==> config.mk <==
export PLATFORM = sky130hd
export DESIGN_NAME = instr_seq
export DESIGN_NICKNAME = d
export VERILOG_FILES = /design/src/rtl/instr_seq_pkg.sv /design/src/rtl/instr_seq_decode.sv /design/src/rtl/instr_seq_ctrl.sv /design/src/rtl/instr_seq_regs.sv /design/src/rtl/instr_seq.sv
export SDC_FILE = /design/constraint.sdc
export NUM_CORES = 1
export LEC_CHECK = 0
export BUFFER_PORTS_ARGS = -buffer_cell sky130_fd_sc_hd__buf_2
export CAP_MARGIN = 20
export CELL_PAD_IN_SITES_DETAIL_PLACEMENT = 0
export CELL_PAD_IN_SITES_GLOBAL_PLACEMENT = 1
export CORE_MARGIN = 2
export CORE_UTILIZATION = 25
export DETAILED_ROUTE_END_ITERATION = 7
export PLACE_DENSITY_LB_ADDON = 0.1
export SLEW_MARGIN = 20
export SYNTH_ARGS = -nofsm -noshare
export SYNTH_HDL_FRONTEND = slang
export SYNTH_SLANG_ARGS = --single-unit
==> constraint.sdc <==
create_clock -name clk_i -period 2.3 [get_ports clk_i]
set_input_delay 0.115 -clock clk_i [delete_from_list [all_inputs] [get_ports clk_i]]
set_output_delay 0.115 -clock clk_i [all_outputs]
set_load 0.03 [all_outputs]
==> src/rtl/instr_seq_pkg.sv <==
package instr_seq_pkg;
  localparam int OPC_W = 4;

  typedef enum logic [2:0] {
    PH_FETCH  = 3'd0,
    PH_DECODE = 3'd1,
    PH_EVAL   = 3'd2,
    PH_IND    = 3'd3,
    PH_OPER   = 3'd4,
    PH_EXEC   = 3'd5,
    PH_STORE  = 3'd6,
    PH_HALT   = 3'd7
  } phase_e;

  typedef enum logic [1:0] {
    WB_ALU = 2'd0,
    WB_MDR = 2'd1,
    WB_MAR = 2'd2,
    WB_PC  = 2'd3
  } wb_src_e;

  typedef struct packed {
    logic    rd_oper;
    logic    ind;
    logic    mem_wr;
    logic    rf_wr;
    wb_src_e wsrc;
    logic    alu;
    logic    cond_br;
    logic    jmp;
    logic    link;
    logic    trap;
  } attr_t;
endpackage

==> src/rtl/instr_seq_decode.sv <==
module instr_seq_decode
  import instr_seq_pkg::*;
#(
  parameter int          VEC_W    = 8,
  parameter logic [7:0]  HALT_VEC = 8'h25
) (
  input  logic [OPC_W-1:0] opc_i,
  input  logic [VEC_W-1:0] vec_i,
  output attr_t            attr_o,
  output logic             halt_o
);
  always_comb begin
    attr_o = '0;
    attr_o.wsrc = WB_ALU;
    unique case (opc_i)
      4'b0001, 4'b0101, 4'b1001: begin
        attr_o.alu = 1'b1; attr_o.rf_wr = 1'b1;
      end
      4'b0010, 4'b0110: begin
        attr_o.rd_oper = 1'b1; attr_o.rf_wr = 1'b1; attr_o.wsrc = WB_MDR;
      end
      4'b1010: begin
        attr_o.ind = 1'b1; attr_o.rd_oper = 1'b1; attr_o.rf_wr = 1'b1; attr_o.wsrc = WB_MDR;
      end
      4'b0011, 4'b0111: attr_o.mem_wr = 1'b1;
      4'b1011: begin
        attr_o.ind = 1'b1; attr_o.mem_wr = 1'b1;
      end
      4'b1110: begin
        attr_o.rf_wr = 1'b1; attr_o.wsrc = WB_MAR;
      end
      4'b0000: attr_o.cond_br = 1'b1;
      4'b1100: attr_o.jmp = 1'b1;
      4'b0100: begin
        attr_o.link = 1'b1; attr_o.rf_wr = 1'b1; attr_o.wsrc = WB_PC;
      end
      4'b1111: begin
        attr_o.trap = 1'b1; attr_o.rd_oper = 1'b1; attr_o.rf_wr = 1'b1; attr_o.wsrc = WB_PC;
      end
      default: ;
    endcase
  end

  assign halt_o = attr_o.trap && (vec_i == HALT_VEC[VEC_W-1:0]);
endmodule

==> src/rtl/instr_seq_ctrl.sv <==
module instr_seq_ctrl
  import instr_seq_pkg::*;
(
  input  logic    clk_i,
  input  logic    rst_ni,
  input  logic    rd_oper_i,
  input  logic    ind_i,
  input  logic    mem_wr_i,
  input  logic    rf_wr_i,
  input  wb_src_e wsrc_i,
  input  logic    alu_i,
  input  logic    halt_i,
  input  logic    mem_ready_i,
  output phase_e  phase_o,
  output logic    step_o,
  output logic    fin_o,
  output logic    mem_req_o,
  output logic    mem_we_o,
  output logic    alu_en_o,
  output logic    rf_we_o,
  output wb_src_e rf_wsrc_o,
  output logic    halted_o
);
  phase_e ph_q, ph_d;
  logic   has_wb;

  assign has_wb = rf_wr_i | mem_wr_i;

  assign mem_req_o = (ph_q == PH_FETCH) || (ph_q == PH_IND) ||
                     ((ph_q == PH_OPER) && rd_oper_i) ||
                     ((ph_q == PH_STORE) && mem_wr_i);
  assign mem_we_o  = (ph_q == PH_STORE) && mem_wr_i;
  assign step_o    = !mem_req_o || mem_ready_i;
  assign fin_o     = step_o && (((ph_q == PH_EXEC) && !has_wb) || (ph_q == PH_STORE));

  always_comb begin
    ph_d = ph_q;
    if (step_o) begin
      unique case (ph_q)
        PH_FETCH:  ph_d = PH_DECODE;
        PH_DECODE: ph_d = halt_i ? PH_HALT : PH_EVAL;
        PH_EVAL:   ph_d = ind_i ? PH_IND : PH_OPER;
        PH_IND:    ph_d = PH_OPER;
        PH_OPER:   ph_d = PH_EXEC;
        PH_EXEC:   ph_d = has_wb ? PH_STORE : PH_FETCH;
        PH_STORE:  ph_d = PH_FETCH;
        PH_HALT:   ph_d = PH_HALT;
        default:   ph_d = PH_FETCH;
      endcase
    end
  end

  always_ff @(posedge clk_i or negedge rst_ni) begin
    if (!rst_ni) ph_q <= PH_FETCH;
    else         ph_q <= ph_d;
  end

  assign phase_o   = ph_q;
  assign alu_en_o  = (ph_q == PH_EXEC) && alu_i;
  assign rf_we_o   = (ph_q == PH_STORE) && rf_wr_i;
  assign rf_wsrc_o = wsrc_i;
  assign halted_o  = (ph_q == PH_HALT);
endmodule

==> src/rtl/instr_seq_regs.sv <==
module instr_seq_regs
  import instr_seq_pkg::*;
#(
  parameter int          DW       = 16,
  parameter logic [15:0] RESET_PC = 16'h3000
) (
  input  logic          clk_i,
  input  logic          rst_ni,
  input  phase_e        phase_i,
  input  logic          step_i,
  input  logic          fin_i,
  input  logic          rd_oper_i,
  input  logic          mem_wr_i,
  input  logic          cond_br_i,
  input  logic          jmp_i,
  input  logic          link_i,
  input  logic          trap_i,
  input  logic          br_taken_i,
  input  logic [DW-1:0] ea_i,
  input  logic [DW-1:0] rdata_i,
  input  logic [DW-1:0] st_data_i,
  output logic [DW-1:0] pc_o,
  output logic [DW-1:0] ir_o,
  output logic [DW-1:0] mar_o,
  output logic [DW-1:0] mdr_o
);
  localparam logic [DW-1:0] PC_RST = DW'(RESET_PC);

  logic [DW-1:0] pc_q, ir_q, mar_q, mdr_q, pc_nxt;

  // redirect lands when the instruction completes
  always_comb begin
    pc_nxt = pc_q;
    if (phase_i == PH_EXEC && (jmp_i || (cond_br_i && br_taken_i))) pc_nxt = mar_q;
    if (phase_i == PH_STORE && link_i) pc_nxt = mar_q;
    if (phase_i == PH_STORE && trap_i) pc_nxt = mdr_q;
  end

  always_ff @(posedge clk_i or negedge rst_ni) begin
    if (!rst_ni) begin
      pc_q  <= PC_RST;
      mar_q <= PC_RST;
      ir_q  <= '0;
      mdr_q <= '0;
    end else if (step_i) begin
      unique case (phase_i)
        PH_FETCH: begin
          ir_q  <= rdata_i;
          mdr_q <= rdata_i;
          pc_q  <= pc_q + DW'(1);
        end
        PH_EVAL: mar_q <= ea_i;
        PH_IND: begin
          mar_q <= rdata_i;
          mdr_q <= rdata_i;
        end
        PH_OPER: begin
          if (rd_oper_i)     mdr_q <= rdata_i;
          else if (mem_wr_i) mdr_q <= st_data_i;
        end
        default: ;
      endcase
      if (fin_i) begin
        pc_q  <= pc_nxt;
        mar_q <= pc_nxt;
      end
    end
  end

  assign pc_o  = pc_q;
  assign ir_o  = ir_q;
  assign mar_o = mar_q;
  assign mdr_o = mdr_q;
endmodule

==> src/rtl/instr_seq.sv <==
module instr_seq
  import instr_seq_pkg::*;
#(
  parameter int          DW       = 16,
  parameter logic [15:0] RESET_PC = 16'h3000,
  parameter int          VEC_W    = 8,
  parameter logic [7:0]  HALT_VEC = 8'h25
) (
  input  logic          clk_i,
  input  logic          rst_ni,
  output logic          mem_req_o,
  output logic          mem_we_o,
  output logic [DW-1:0] mem_addr_o,
  output logic [DW-1:0] mem_wdata_o,
  input  logic [DW-1:0] mem_rdata_i,
  input  logic          mem_ready_i,
  input  logic [DW-1:0] ea_i,
  input  logic          br_taken_i,
  input  logic [DW-1:0] st_data_i,
  output logic [DW-1:0] ir_o,
  output logic [DW-1:0] pc_o,
  output logic [DW-1:0] mar_o,
  output logic [DW-1:0] mdr_o,
  output logic [2:0]    phase_o,
  output logic          alu_en_o,
  output logic          rf_we_o,
  output logic [1:0]    rf_wsrc_o,
  output logic          halted_o
);
  localparam int OPC_LSB = DW - OPC_W;

  attr_t         attr;
  logic          halt_req, step, fin;
  phase_e        phase;
  wb_src_e       wsrc;
  logic [DW-1:0] ir, mar, mdr;

  instr_seq_decode #(.VEC_W(VEC_W), .HALT_VEC(HALT_VEC)) u_dec (
    .opc_i  (ir[DW-1:OPC_LSB]),
    .vec_i  (ir[VEC_W-1:0]),
    .attr_o (attr),
    .halt_o (halt_req)
  );

  instr_seq_ctrl u_ctrl (
    .clk_i       (clk_i),
    .rst_ni      (rst_ni),
    .rd_oper_i   (attr.rd_oper),
    .ind_i       (attr.ind),
    .mem_wr_i    (attr.mem_wr),
    .rf_wr_i     (attr.rf_wr),
    .wsrc_i      (attr.wsrc),
    .alu_i       (attr.alu),
    .halt_i      (halt_req),
    .mem_ready_i (mem_ready_i),
    .phase_o     (phase),
    .step_o      (step),
    .fin_o       (fin),
    .mem_req_o   (mem_req_o),
    .mem_we_o    (mem_we_o),
    .alu_en_o    (alu_en_o),
    .rf_we_o     (rf_we_o),
    .rf_wsrc_o   (wsrc),
    .halted_o    (halted_o)
  );

  instr_seq_regs #(.DW(DW), .RESET_PC(RESET_PC)) u_regs (
    .clk_i      (clk_i),
    .rst_ni     (rst_ni),
    .phase_i    (phase),
    .step_i     (step),
    .fin_i      (fin),
    .rd_oper_i  (attr.rd_oper),
    .mem_wr_i   (attr.mem_wr),
    .cond_br_i  (attr.cond_br),
    .jmp_i      (attr.jmp),
    .link_i     (attr.link),
    .trap_i     (attr.trap),
    .br_taken_i (br_taken_i),
    .ea_i       (ea_i),
    .rdata_i    (mem_rdata_i),
    .st_data_i  (st_data_i),
    .pc_o       (pc_o),
    .ir_o       (ir),
    .mar_o      (mar),
    .mdr_o      (mdr)
  );

  assign ir_o        = ir;
  assign mar_o       = mar;
  assign mdr_o       = mdr;
  assign mem_addr_o  = mar;
  assign mem_wdata_o = mdr;
  assign phase_o     = phase;
  assign rf_wsrc_o   = wsrc;
endmodule

# Word-level counts from Yosys, hierarchy flattened

Index checks and enable logic that the tools add are counted.

Register bits: 67
Bits of input ports: 52
Word-level logic and storage cells: 89

Add/subtract/negate cells: 1
Equality and inequality tests: 22
Multiplexer cells: 24
Bitwise logic cells: 1
Reduce and logical (&&, ||, !) cells: 36

Operators by type and width:

| cell                                                             | number |
|---|---|
| 16-bit 2-to-1 mux                                                | 8 |
| 16-bit one-hot mux with 2 select lines                           | 2 |
| 4-bit == test (second input constant)                            | 6 |
| 3-bit one-hot mux with 8 select lines                            | 1 |
| 16-bit by 1-bit adder with 16-bit output (second input constant) | 1 |
| 4-bit by 3-bit == test with 1-bit output (second input constant) | 4 |
| 3-bit == test (second input constant)                            | 4 |
| 1-bit logical AND                                                | 11 |
| 1-bit 2-to-1 mux                                                 | 9 |
| 3-bit 2-to-1 mux                                                 | 3 |
| 3-bit OR reduction                                               | 3 |
| 9-bit OR reduction                                               | 1 |
| 4-bit by 2-bit == test with 1-bit output (second input constant) | 2 |
| 8-bit by 6-bit == test with 1-bit output (second input constant) | 1 |
| 3-bit by 2-bit == test with 1-bit output (second input constant) | 2 |
| 1-bit logical OR                                                 | 6 |
| 2-bit one-hot mux with 3 select lines                            | 1 |
| 2-bit AND reduction                                              | 3 |
| 2-bit OR reduction                                               | 3 |
| 4-bit by 1-bit == test with 1-bit output (second input constant) | 1 |
| 4-bit zero test                                                  | 1 |
| 2-bit nonzero test                                               | 2 |
| 4-bit OR reduction                                               | 1 |
| 3-bit by 1-bit == test with 1-bit output (second input constant) | 1 |
| other kinds (6)                                                  | 7 |

# Depth between registers and ports, before layout

Gate-level depths: netlist (run 1).

Depth in word-level cells: 11
Gate-level depth with buffers: 9
Mapped depth without buffers: 6

# Hierarchy

Synthesis (run 1) repeated with hierarchy kept, for this count alone.

Cells, all modules: 510
Area total of the unflattened synthesis: 4,475.5 µm²

Modules (own cells, without submodules):

| module           | times used | cells each | area an instance (µm²) | seq. area each (µm²) |
|---|---|---|---|---|
| instr_seq_regs   | 1          | 406        | 3,718.6                | 1,606.5 |
| instr_seq_ctrl   | 1          | 43         | 325.3                  | 75.1 |
| instr_seq        | 1          | 32         | 240.2                  | 0.0 |
| instr_seq_decode | 1          | 29         | 191.4                  | 0.0 |

# Worst setup path after synthesis (run 1)

Ideal clock, no wire load.

Kind: register to register
Start: register u_regs.ir_q[14] (netlist: u_regs.ir_o[14])
End: register u_regs.ir_q[11] (netlist: u_regs.ir_o[11])
Setup time: 0.125 ns
Arrival: 2.062 ns
Required time: 2.175 ns
Path slack: 0.114 ns
Cell stages (with the launch flop): 9
Path buffers: 3
Period minus slack after synthesis: 2.186 ns
Cell sequence: dfrtp_1 > buf_4 > nand2_4 > a41oi_1 > or2_1 > buf_4 > nor3_4 > buf_4 > mux2_2

Cells in the longest elaborated chain, start to end: 9
Elaborated cells between the ends (all ways): 18

Ends and longest elaborated chain:

| element                                                                | line                   | RTL |
|---|---|---|
| start, declared                                                        | instr_seq_regs.sv:29   | `logic [DW-1:0] pc_q, ir_q, mar_q, mdr_q, pc_nxt;` |
| start signal, assigned                                                 | instr_seq_regs.sv:48   | `ir_q <= rdata_i;` |
| 4-bit by 2-bit == test with 1-bit output, or another cell as far along | instr_seq_decode.sv:15 | `unique case (opc_i)` |
| 4-bit OR reduction (no source line)                                    | -                      |  |
| 1-bit 2-to-1 mux                                                       | instr_seq_decode.sv:15 |  |
| 1-bit logical AND                                                      | instr_seq_ctrl.sv:30   | `((ph_q == PH_OPER) && rd_oper_i) \|\|` |
| 1-bit logical OR                                                       | instr_seq_ctrl.sv:29   | `assign mem_req_o = (ph_q == PH_FETCH) \|\| (ph_q == PH_IND) \|\|` |
| 1-bit logical OR *                                                     | instr_seq_ctrl.sv:30   |  |
| 1-bit zero test *                                                      | instr_seq_ctrl.sv:33   | `assign step_o = !mem_req_o \|\| mem_ready_i;` |
| 1-bit logical OR *                                                     | instr_seq_ctrl.sv:33   |  |
| 2-bit AND reduction (no source line) *                                 | -                      |  |

Mark *: on every way between the ends. The rest lies on a longest branch, timed or not.
A chain may end at the register's enable or synchronous reset.

# Worst setup path in the final report (run 1)

Start: register u_regs.ir_q[14] (netlist: u_regs.ir_o[14])
End: register u_regs.ir_q[8] (netlist: u_regs.ir_o[8])

The elaborated chain is that of the path after synthesis.

==> results.cfg, run 1 <==
[sta]
max_freq_mhz = 457.3
slew_violations = 0
rsz0062_at_grt = no
worst_pin_slew_ps = 942.6
finalHoldViolCount = 0
timing.hold.ws_ps = 35.81
fin_skew_ps = 9.170
timing.final.crit_share_pct = 95.08
max-slew-margin-rel_pct = 37.16
finalSetupViolCount = 0
final.setup.tns_ps = 0
min_period_ps = 2187

[cells_and_area]
area_growth_syn_to_layout_pct = 29.37
final_core_util_pct = 32.94
instances_no_fill = 869
drive_above_1_share_pct = 45.00
antennaDiodeCount = 0
final_nets = 688

[drt]
dr_total_vias = 4098
via_per_inst = 4.716
drt_iter0_markers = 119
drc = 0
drtAntennaViolNets = 0
wl_per_cell_um = 18.41
dr.pass1.iters = 4
wl_mm = 16.00

[pwr]
p_leak_nw = 2.631
power_frac_seq_pct = 23.2
internal_power_mw = 5.211
power_density_mw_per_mm2 = 1855
combPwrFrac_pct = 64.0
swShare_pct = 52.37
switchingPower_mw = 5.729
clkPwrFrac_pct = 12.8
peakVddDrop_mv = 0.8110

[logic_synthesis]
yosysSeqAreaShare_pct = 36.89
synthTopCellsByArea = dfrtp_1 35%, mux2_2 7.2%, buf_4 6.1%, nand2_1 5.3%, o21ai_0 3.8%
yosys.area.top_type_share_pct = 34.59
yosysMostFrequentCell = nand2_1
ys_top_cells_by_count = 64 x nand2_1, 63 x dfrtp_1, 37 x buf_4
syn_nets = 539
synth_seq_cells = 67
syn_inst = 486
avgSynthCellArea_um2 = 9.379
yosys.area.top_type = dfrtp_1
synth-edff-count = 0
synth_ff_type = dfrtp_1
synthesis.area_mm2 = 0.004558
ys_async_sr_fraction_pct = 100.0
ys.warnings.count = 0
yosysUniqueCellTypes = 70

[clocking]
cts.sinks = 67
cts_tree = yes
cts.clk_slew.worst_paths_ps = 60
cts_root_buffer = clkbuf_16
clk-insertion-delay-late_ps = 340
h-tree-depth = 3
clock_path_buffers = 2
cts_setup_buffers = 0
cts_buffers = 9

[run_status]
outcome = completed

[critical_path]
critical_path.slowest_cell = dfrtp_2
critPathKind = reg -> reg
path_delay_family = simple AND/OR/NAND/NOR gates
critPathLaunch = u_regs.ir_o[14]
critPathLaunchType = register
cp_cell_sequence = and2b_1, a211oi_2, or2_1, buf_12, nor3_4, buf_12, mux2_2
end_kind = register
crit_buf_inv = 2
crit_required_ps = 2520
r2r_setup_slack_ps = 110
cp.arrival_ps = 2400
crit_top_cell = buf_12
r2r_start = u_regs.ir_o[14]
path_max_fanout = 21
slowest_delay_ps = 470

[die]
start_util_pct = 25.46
core_mm2 = 0.01790
dieArea_mm2 = 0.01933
die_y_um = 139.0
die_w_um = 139.0
ios = 158
core.rowCount = 49

[flow_run]
max-cap-violations = 0

[global_route]
antenna_found_initial = 0
grt_usage_pct = 16.78
grt_pass1_wl_mm = 25.39
grt_pass1_vias = 4224
grt-ovfl-total = 0
grt_max_degree = 68

[placement]
io_buffers = 157
dpl.cell_count = 852
hpwlAfterDp_mm = 12.32
gp_congestion = 0.8484

[min_path]
holdCritStartpoint = mem_rdata_i[2]
hp-class = in -> reg
[path summary, 6_finish.rpt]
kind,endpoint,depth (start not counted)
max,u_regs.ir_o[8],7
min,u_regs.ir_o[2],2
max reg2reg,u_regs.ir_o[8],7
min reg2reg,u_regs.ir_o[8],1
max in group asynchronous,u_ctrl.phase_o[2],2
min in group asynchronous,u_regs.mar_o[8],2
[sequential cells by signal (all words and copies together) (netlist names)]
name / flops
u_regs.ir_o: 16
u_regs.mar_o: 16
u_regs.mdr_o: 16
u_regs.pc_o: 16
u_ctrl.phase_o: 3
[placed cells by master (no fill, tap or decap), drive strengths merged, types with 2 or more instances in the layout]
| cell | n |
|---|---|
| buf | 200 |
| nand2 | 65 |
| dfrtp | 63 |
| o21ai | 49 |
| nor2 | 36 |
| mux2 | 29 |
| nand3 | 21 |
| mux2i | 16 |
| clkbuf | 14 |
| and3 | 13 |
| a31oi | 10 |
| nor3 | 10 |
| a31o | 9 |
| xnor2 | 8 |
| a21oi | 8 |
| inv | 7 |
| nand2b | 6 |
| nor2b | 6 |
| nor4 | 6 |
| nand4 | 5 |
| nand3b | 5 |
| a2111oi | 4 |
| o22ai | 4 |
| a211o | 4 |
| dfstp | 4 |
| a21o | 3 |
| nor3b | 3 |
| a22o | 2 |
| or2 | 2 |
| o211ai | 2 |
| or3 | 2 |
| nor4b | 2 |
[layout make-up]
class / count / area, um2
fillers: 1934 / 12010
repair buffers: 201 / 1171
clock buffers: 14 / 254.0
well taps: 229 / 286.5
flip-flops and latches: 67 / 1687
inverters: 7 / 26.28
clock inverters: 2 / 37.54
multi-input cells: 349 / 2435
[routing by layer]
layer	global-route usage (%)	vias to the layer above	share of wire, %
met3	3.591	11	4.4
li1	-	2003	-
met2	27.20	99	47
met1	23.22	1985	48
met4	3.296	0	0.91
met5	0	-	0
[stage by stage]
step / cell area, um2 / setup slack (ps) / power [mW]
floorplan: 4558 / 113.6 / 7.593
CTS: 5869 / 31.77 / 11.08
finish: 5897 / 113.3 / 10.94
global route: 5897 / 0.5376 / 11.76
detailed placement: 5568 / 43.38 / 9.636
global placement: 5568 / 34.72 / 9.626
[cells by family (layout without fill, tap and decap cells)]
group | count (synthesis) | after routing | share of synthesized area, %
DFF | 67 | 67 | 36.89
xor gates and xnor gates | 8 | 8 | 1.537
buffers and inverters | 70 | 224 | 10.32
muxes | 45 | 45 | 10.68
AOI/OAI and AO/OA | 107 | 107 | 16.74
and+or+nand+nor | 188 | 188 | 23.55
adders and majority gates | 1 | 1 | 0.2745
[power by group through the flow]
stage	logic (mW)	clock network, mW	registers [mW]
final	7.00	1.40	2.54
after global routing	7.60	1.49	2.67
after CTS	7.10	1.44	2.54
after detailed placement	7.08	0	2.56
after global placement	7.09	0	2.54
after floorplan	4.15	0	3.44
[what timing repair did]
item	CTS	global route
hold endpoints to repair	63	0
setup endpoints to repair	0	47
hold buffers	1	0
gates resized for setup	0	7
(Power assumes the default switching activity.)
==> run 2: changes to the inputs <==
--- a/config.mk
+++ b/config.mk
@@ -13,6 +13,7 @@
 export CORE_UTILIZATION = 25
 export DETAILED_ROUTE_END_ITERATION = 7
 export PLACE_DENSITY_LB_ADDON = 0.1
+export REMOVE_ABC_BUFFERS = 1
 export SLEW_MARGIN = 20
 export SYNTH_ARGS = -nofsm -noshare
 export SYNTH_HDL_FRONTEND = slang
==> run 2 against run 1 <==
Count of clock-buffer cells in the layout decreased by 3. Global-route usage fell by 0.41 points. Critical endpoint is now u_regs.ir_o[14]. Sequential share of layout area is essentially flat. Die area unchanged. Largest power group unchanged. Register-to-register slack about the same.
==> results.cfg, run 2 (same netlist as run 1, synthesis figures left out) <==
[critical_path]
cp_cell_sequence = buf_4, a21bo_1, a31o_1, and3_4, nor3_4, buf_4, mux2_2
critPathLaunch = u_regs.ir_o[14]
slowest_delay_ps = 460
cp.arrival_ps = 2410
endpoint = u_regs.ir_o[14]
crit_required_ps = 2520
critPathKind = reg -> reg
r2r_start = u_regs.ir_o[14]
crit_top_cell = buf_4
r2r_setup_slack_ps = 120
end_kind = register
reg2reg_depth = 7
worst-path-stages = 7
critPathLaunchType = register
crit_buf_inv = 2
path_delay_family = flip-flops
critical_path.slowest_cell = dfrtp_2
path_max_fanout = 8
reg2reg_to = u_regs.ir_o[14]

[pwr]
peakVddDrop_mv = 0.9053
internal_power_mw = 5.262
clkPwrFrac_pct = 13.5
swShare_pct = 52.25
p_leak_nw = 2.627
power_density_mw_per_mm2 = 1875
switchingPower_mw = 5.758
combPwrFrac_pct = 63.8
power_frac_seq_pct = 22.7

[clocking]
h-tree-depth = 3
cts_buffers = 9
clock_path_buffers = 2
cts_setup_buffers = 0
cts.clk_slew.worst_paths_ps = 60
clk-insertion-delay-late_ps = 340
cts_root_buffer = clkbuf_16
cts_tree = yes
cts.sinks = 67

[drt]
via_per_inst = 4.740
dr_total_vias = 4100
drtAntennaViolNets = 0
wl_mm = 15.75
wl_per_cell_um = 18.21
dr.pass1.iters = 4
drt_iter0_markers = 219
drc = 0

[sta]
max-slew-margin-rel_pct = 35.29
worst_pin_slew_ps = 970.6
max_freq_mhz = 457.8
timing.hold.ws_ps = 27.48
slew_violations = 0
rsz0062_at_grt = no
finalHoldViolCount = 0
final.setup.tns_ps = 0
fin_skew_ps = 9.131
min_period_ps = 2184
timing.final.crit_share_pct = 94.96
finalSetupViolCount = 0

[cells_and_area]
final_common_cell = buf_2
drive_above_1_share_pct = 44.65
final_nets = 684
area_growth_syn_to_layout_pct = 28.93
antennaDiodeCount = 0
final_cell_mix = 156 x buf_2, 64 x nand2_1, 62 x dfrtp_1, 37 x buf_4, 35 x o21ai_0
fillers = 1886

[die]
dieArea_mm2 = 0.01933
core.rowCount = 49
die_y_um = 139.0
start_util_pct = 25.46
die_w_um = 139.0
core_mm2 = 0.01790
ios = 158

[global_route]
grt_usage_pct = 16.36
grt_max_degree = 68
grt-ovfl-total = 0
grt_pass1_wl_mm = 24.63
grt_pass1_vias = 4058
antenna_found_initial = 0

[run_status]
outcome = completed

[placement]
io_buffers = 157
hpwlAfterDp_mm = 11.83
gp_congestion = 0.8189

[min_path]
hp-class = in -> reg

[flow_run]
max-cap-violations = 0
run 2: how the worst min path moves through the flow:
stage                     depth (start not counted)             from  slack [ps]           endpoint
after floorplan                                   0           rst_ni        -180  u_ctrl.phase_o[0]
after global placement                            1           rst_ni         320    u_regs.mdr_o[1]
after detailed placement                          1           rst_ni         320    u_regs.mdr_o[1]
after CTS                                         3  mem_rdata_i[15]          20    u_regs.ir_o[15]
after global routing                              2   mem_rdata_i[0]          40     u_regs.ir_o[0]
final                                             3  mem_rdata_i[15]          30    u_regs.ir_o[15]
run 2: worst min-delay path: stages:
cell,delay (ps)
buf_2,110
nand2_1,40
o21ai_0,60
run 2: power by group through the flow:
stage | clock network, mW | logic, mW | registers [mW]
6_report | 1.49 | 7.03 | 2.50
4_1_cts | 1.54 | 7.11 | 2.50
3_3_place_gp | 0 | 7.07 | 2.50
3_5_place_dp | 0 | 7.09 | 2.51
5_1_grt | 1.58 | 7.58 | 2.61
2_1_floorplan | 0 | 2.72 | 4.17
run 2: routing by layer:
| metal | global-route usage [%] | vias up | wire (um) |
|---|---|---|---|
| met1 | 22.81 | 1985 | 7554 |
| met3 | 4.247 | 7 | 756 |
| met4 | 3.030 | 0 | 145 |
| met2 | 25.88 | 115 | 7296 |
| li1 | - | 1993 | - |
| met5 | 0 | - | 0 |
run 2: per-stage QoR:
step / setup slack, ps / cells / area (um2) / util, % / power (mW)
floorplan: -660.8 / 423 / 4114 / - / 6.885
global placement: 67.27 / 848 / 5525 / 30.86 / 9.566
detailed placement: 90.21 / 848 / 5525 / 30.86 / 9.602
CTS: 79.17 / 865 / 5846 / 32.65 / 11.15
global route: 11.11 / 865 / 5877 / 32.83 / 11.77
finish: 115.8 / 865 / 5877 / 32.83 / 11.02
run 2: cell type report:
type,count,area [um2],share of cell area [%]
multi-input cells,349,2442,41.56
flip-flops and latches,67,1683,28.64
repair buffers,197,1129,19.20
well taps,229,286.5,4.875
clock buffers,11,232.7,3.960
clock inverters,5,77.57,1.320
inverters,7,26.28,0.4471
run 2: timing repair:
| action | CTS | global route |
|---|---|---|
| resized for setup | 0 | 6 |
| setup endpoints to repair | 0 | 10 |
| hold endpoints to repair | 63 | 0 |
| hold buffers | 1 | 0 |
==> run 3: changes to the inputs <==
==> constraint.sdc (replaced) <==
create_clock -name clk_i -period 2.3 [get_ports clk_i]
set_input_delay 0.345 -clock clk_i [delete_from_list [all_inputs] [get_ports clk_i]]
set_output_delay 0.345 -clock clk_i [all_outputs]
set_load 0.03 [all_outputs]
==> run 3 against run 2 <==
Die area stayed put. Sequential power is 2% higher. Highest routed layer unchanged. Sequential share of layout area is 0.24 points higher. First-iteration DRC count is 6.4% lower. Clock skew is 4.4 ps lower. Critical endpoint is now u_regs.mar_o[13]. Setup slack better by 61 ps.
==> results.cfg, run 3 (same netlist as run 1, synthesis figures left out) <==
[run_status]
outcome = completed

[clocking]
cts_tree = yes
cts.sinks = 67
clk-insertion-delay-late_ps = 340
cts.clk_slew.worst_paths_ps = 60
h-tree-depth = 3
cts_setup_buffers = 0
cts_root_buffer = clkbuf_16
clock_path_buffers = 2
cts_buffers = 9

[drt]
drtAntennaViolNets = 0
via_per_inst = 4.782
dr.pass1.iters = 4
drc = 0
drt_iter0_markers = 205
dr_total_vias = 4117
wl_per_cell_um = 18.02
wl_mm = 15.52

[die]
core_mm2 = 0.01790
die_w_um = 139.0
dieArea_mm2 = 0.01933
die_y_um = 139.0
ios = 158
core.rowCount = 49
start_util_pct = 25.46

[global_route]
grt_max_degree = 43
grt_usage_pct = 16.17
antenna_found_initial = 0
grt_pass1_vias = 4180
grt_pass1_wl_mm = 24.27
grt-ovfl-total = 0

[critical_path]
critPathLaunch = u_ctrl.phase_o[2]
cp.arrival_ps = 2370
critPathLaunchType = register
crit_required_ps = 2550
critPathKind = reg -> reg
reg2reg_depth = 7
reg2reg_to = u_regs.mar_o[13]
path_max_fanout = 24
r2r_setup_slack_ps = 180
endpoint = u_regs.mar_o[13]
r2r_start = u_ctrl.phase_o[2]
end_kind = register

[pwr]
peakVddDrop_mv = 0.7133
power_density_mw_per_mm2 = 1853
p_leak_nw = 2.607

[sta]
min_period_ps = 2123
rsz0062_at_grt = no
finalSetupViolCount = 0
slew_violations = 0
finalHoldViolCount = 0
max_freq_mhz = 471.0
finalWorstSetupSlack_ps = 176.7
fin_skew_ps = 4.780
worst_pin_slew_ps = 610.8
max-slew-margin-rel_pct = 59.15
final.setup.tns_ps = 0
timing.final.crit_share_pct = 92.32

[cells_and_area]
seq_area_mm2 = 0.001685
fillers = 1912
area_growth_syn_to_layout_pct = 28.05
multi_input_area_mm2 = 0.002436
drive_above_1_share_pct = 44.94
final_common_cell = buf_2
final_nets = 681
antennaDiodeCount = 0
final_cell_mix = 156 x buf_2, 64 x nand2_1, 60 x dfrtp_1, 35 x o21ai_0, 34 x nor2_1

[placement]
place_ws_ps = 76.87
io_buffers = 157
hpwlAfterDp_mm = 11.71
gp_congestion = 0.8029

[min_path]
min_path_cells = 3
holdCritStartpoint = mem_rdata_i[15]
hp-class = in -> reg

[flow_run]
max-cap-violations = 0
-- run 3: cell types whose count changed in the layout (fill, tap and decap cells not counted), moves of 2 or more --
cell       delta
buf_4         -5
clkbuf_8      +3
bufinv_16     -2
dfrtp_1       -2
dfrtp_2       +2
-- run 3: cell type report --
class	count	area share, %
Clock inverter	2	0.1715
Timing Repair Buffer	194	19.23
Inverter	7	0.4502
Tap cell	229	4.909
Multi-Input combinational cell	349	41.74
Sequential cell	67	28.87
Clock buffer	13	4.630
-- run 3: worst min-delay path by stage --
stage                                    to  slack (ps)
after global routing         u_regs.ir_o[3]         260
final                       u_regs.ir_o[15]         250
after global placement      u_regs.mdr_o[1]         310
after floorplan           u_ctrl.phase_o[0]          50
after CTS                    u_regs.ir_o[3]         250
after detailed placement    u_regs.mdr_o[1]         300
-- run 3: through the flow --
stage / cell area (um2) / instances / power, mW / utilization (%) / hold WS [ps]
6_report: 5837 / 861 / 10.81 / 32.60 / 254.2
5_1_grt: 5837 / 861 / 11.56 / 32.60 / 256.5
2_1_floorplan: 4114 / 423 / 6.885 / - / 49.41
3_5_place_dp: 5515 / 845 / 9.538 / 30.81 / 299.5
3_3_place_gp: 5515 / 845 / 9.500 / 30.81 / 305.9
4_1_cts: 5806 / 861 / 10.91 / 32.43 / 247.0
-- run 3: routing by layer --
layer | routed length, um | up-vias | track usage [%]
met5 | 0 | - | 0
met4 | 138 | 0 | 3.402
met3 | 705 | 9 | 4.144
met2 | 7323 | 116 | 26.70
met1 | 7352 | 1998 | 21.46
li1 | - | 1994 | -
-- run 3: timing repair --
action,4_1_cts,5_1_grt
hold buffers,1,0
resized for setup,0,9
setup endpoints to repair,0,26
endpoints found under the hold margin,25,0
-- run 3: worst max-delay path, cell delays in order, from the launching register on --
cell and delay (ps):
dfrtp_1 510, nor3b_2 280, nand4_1 160, and2_1 220, buf_12 160, and3_1 180
a2111oi_2 400, o22ai_1 120
-- run 3: report_power, final --
group	leakage [nW]	switching [mW]	total (mW)	internal (mW)
sequential	0.791	0.749	2.56	1.81
clock	0.141	0.522	1.33	0.809
combinational	1.67	4.46	6.92	2.46
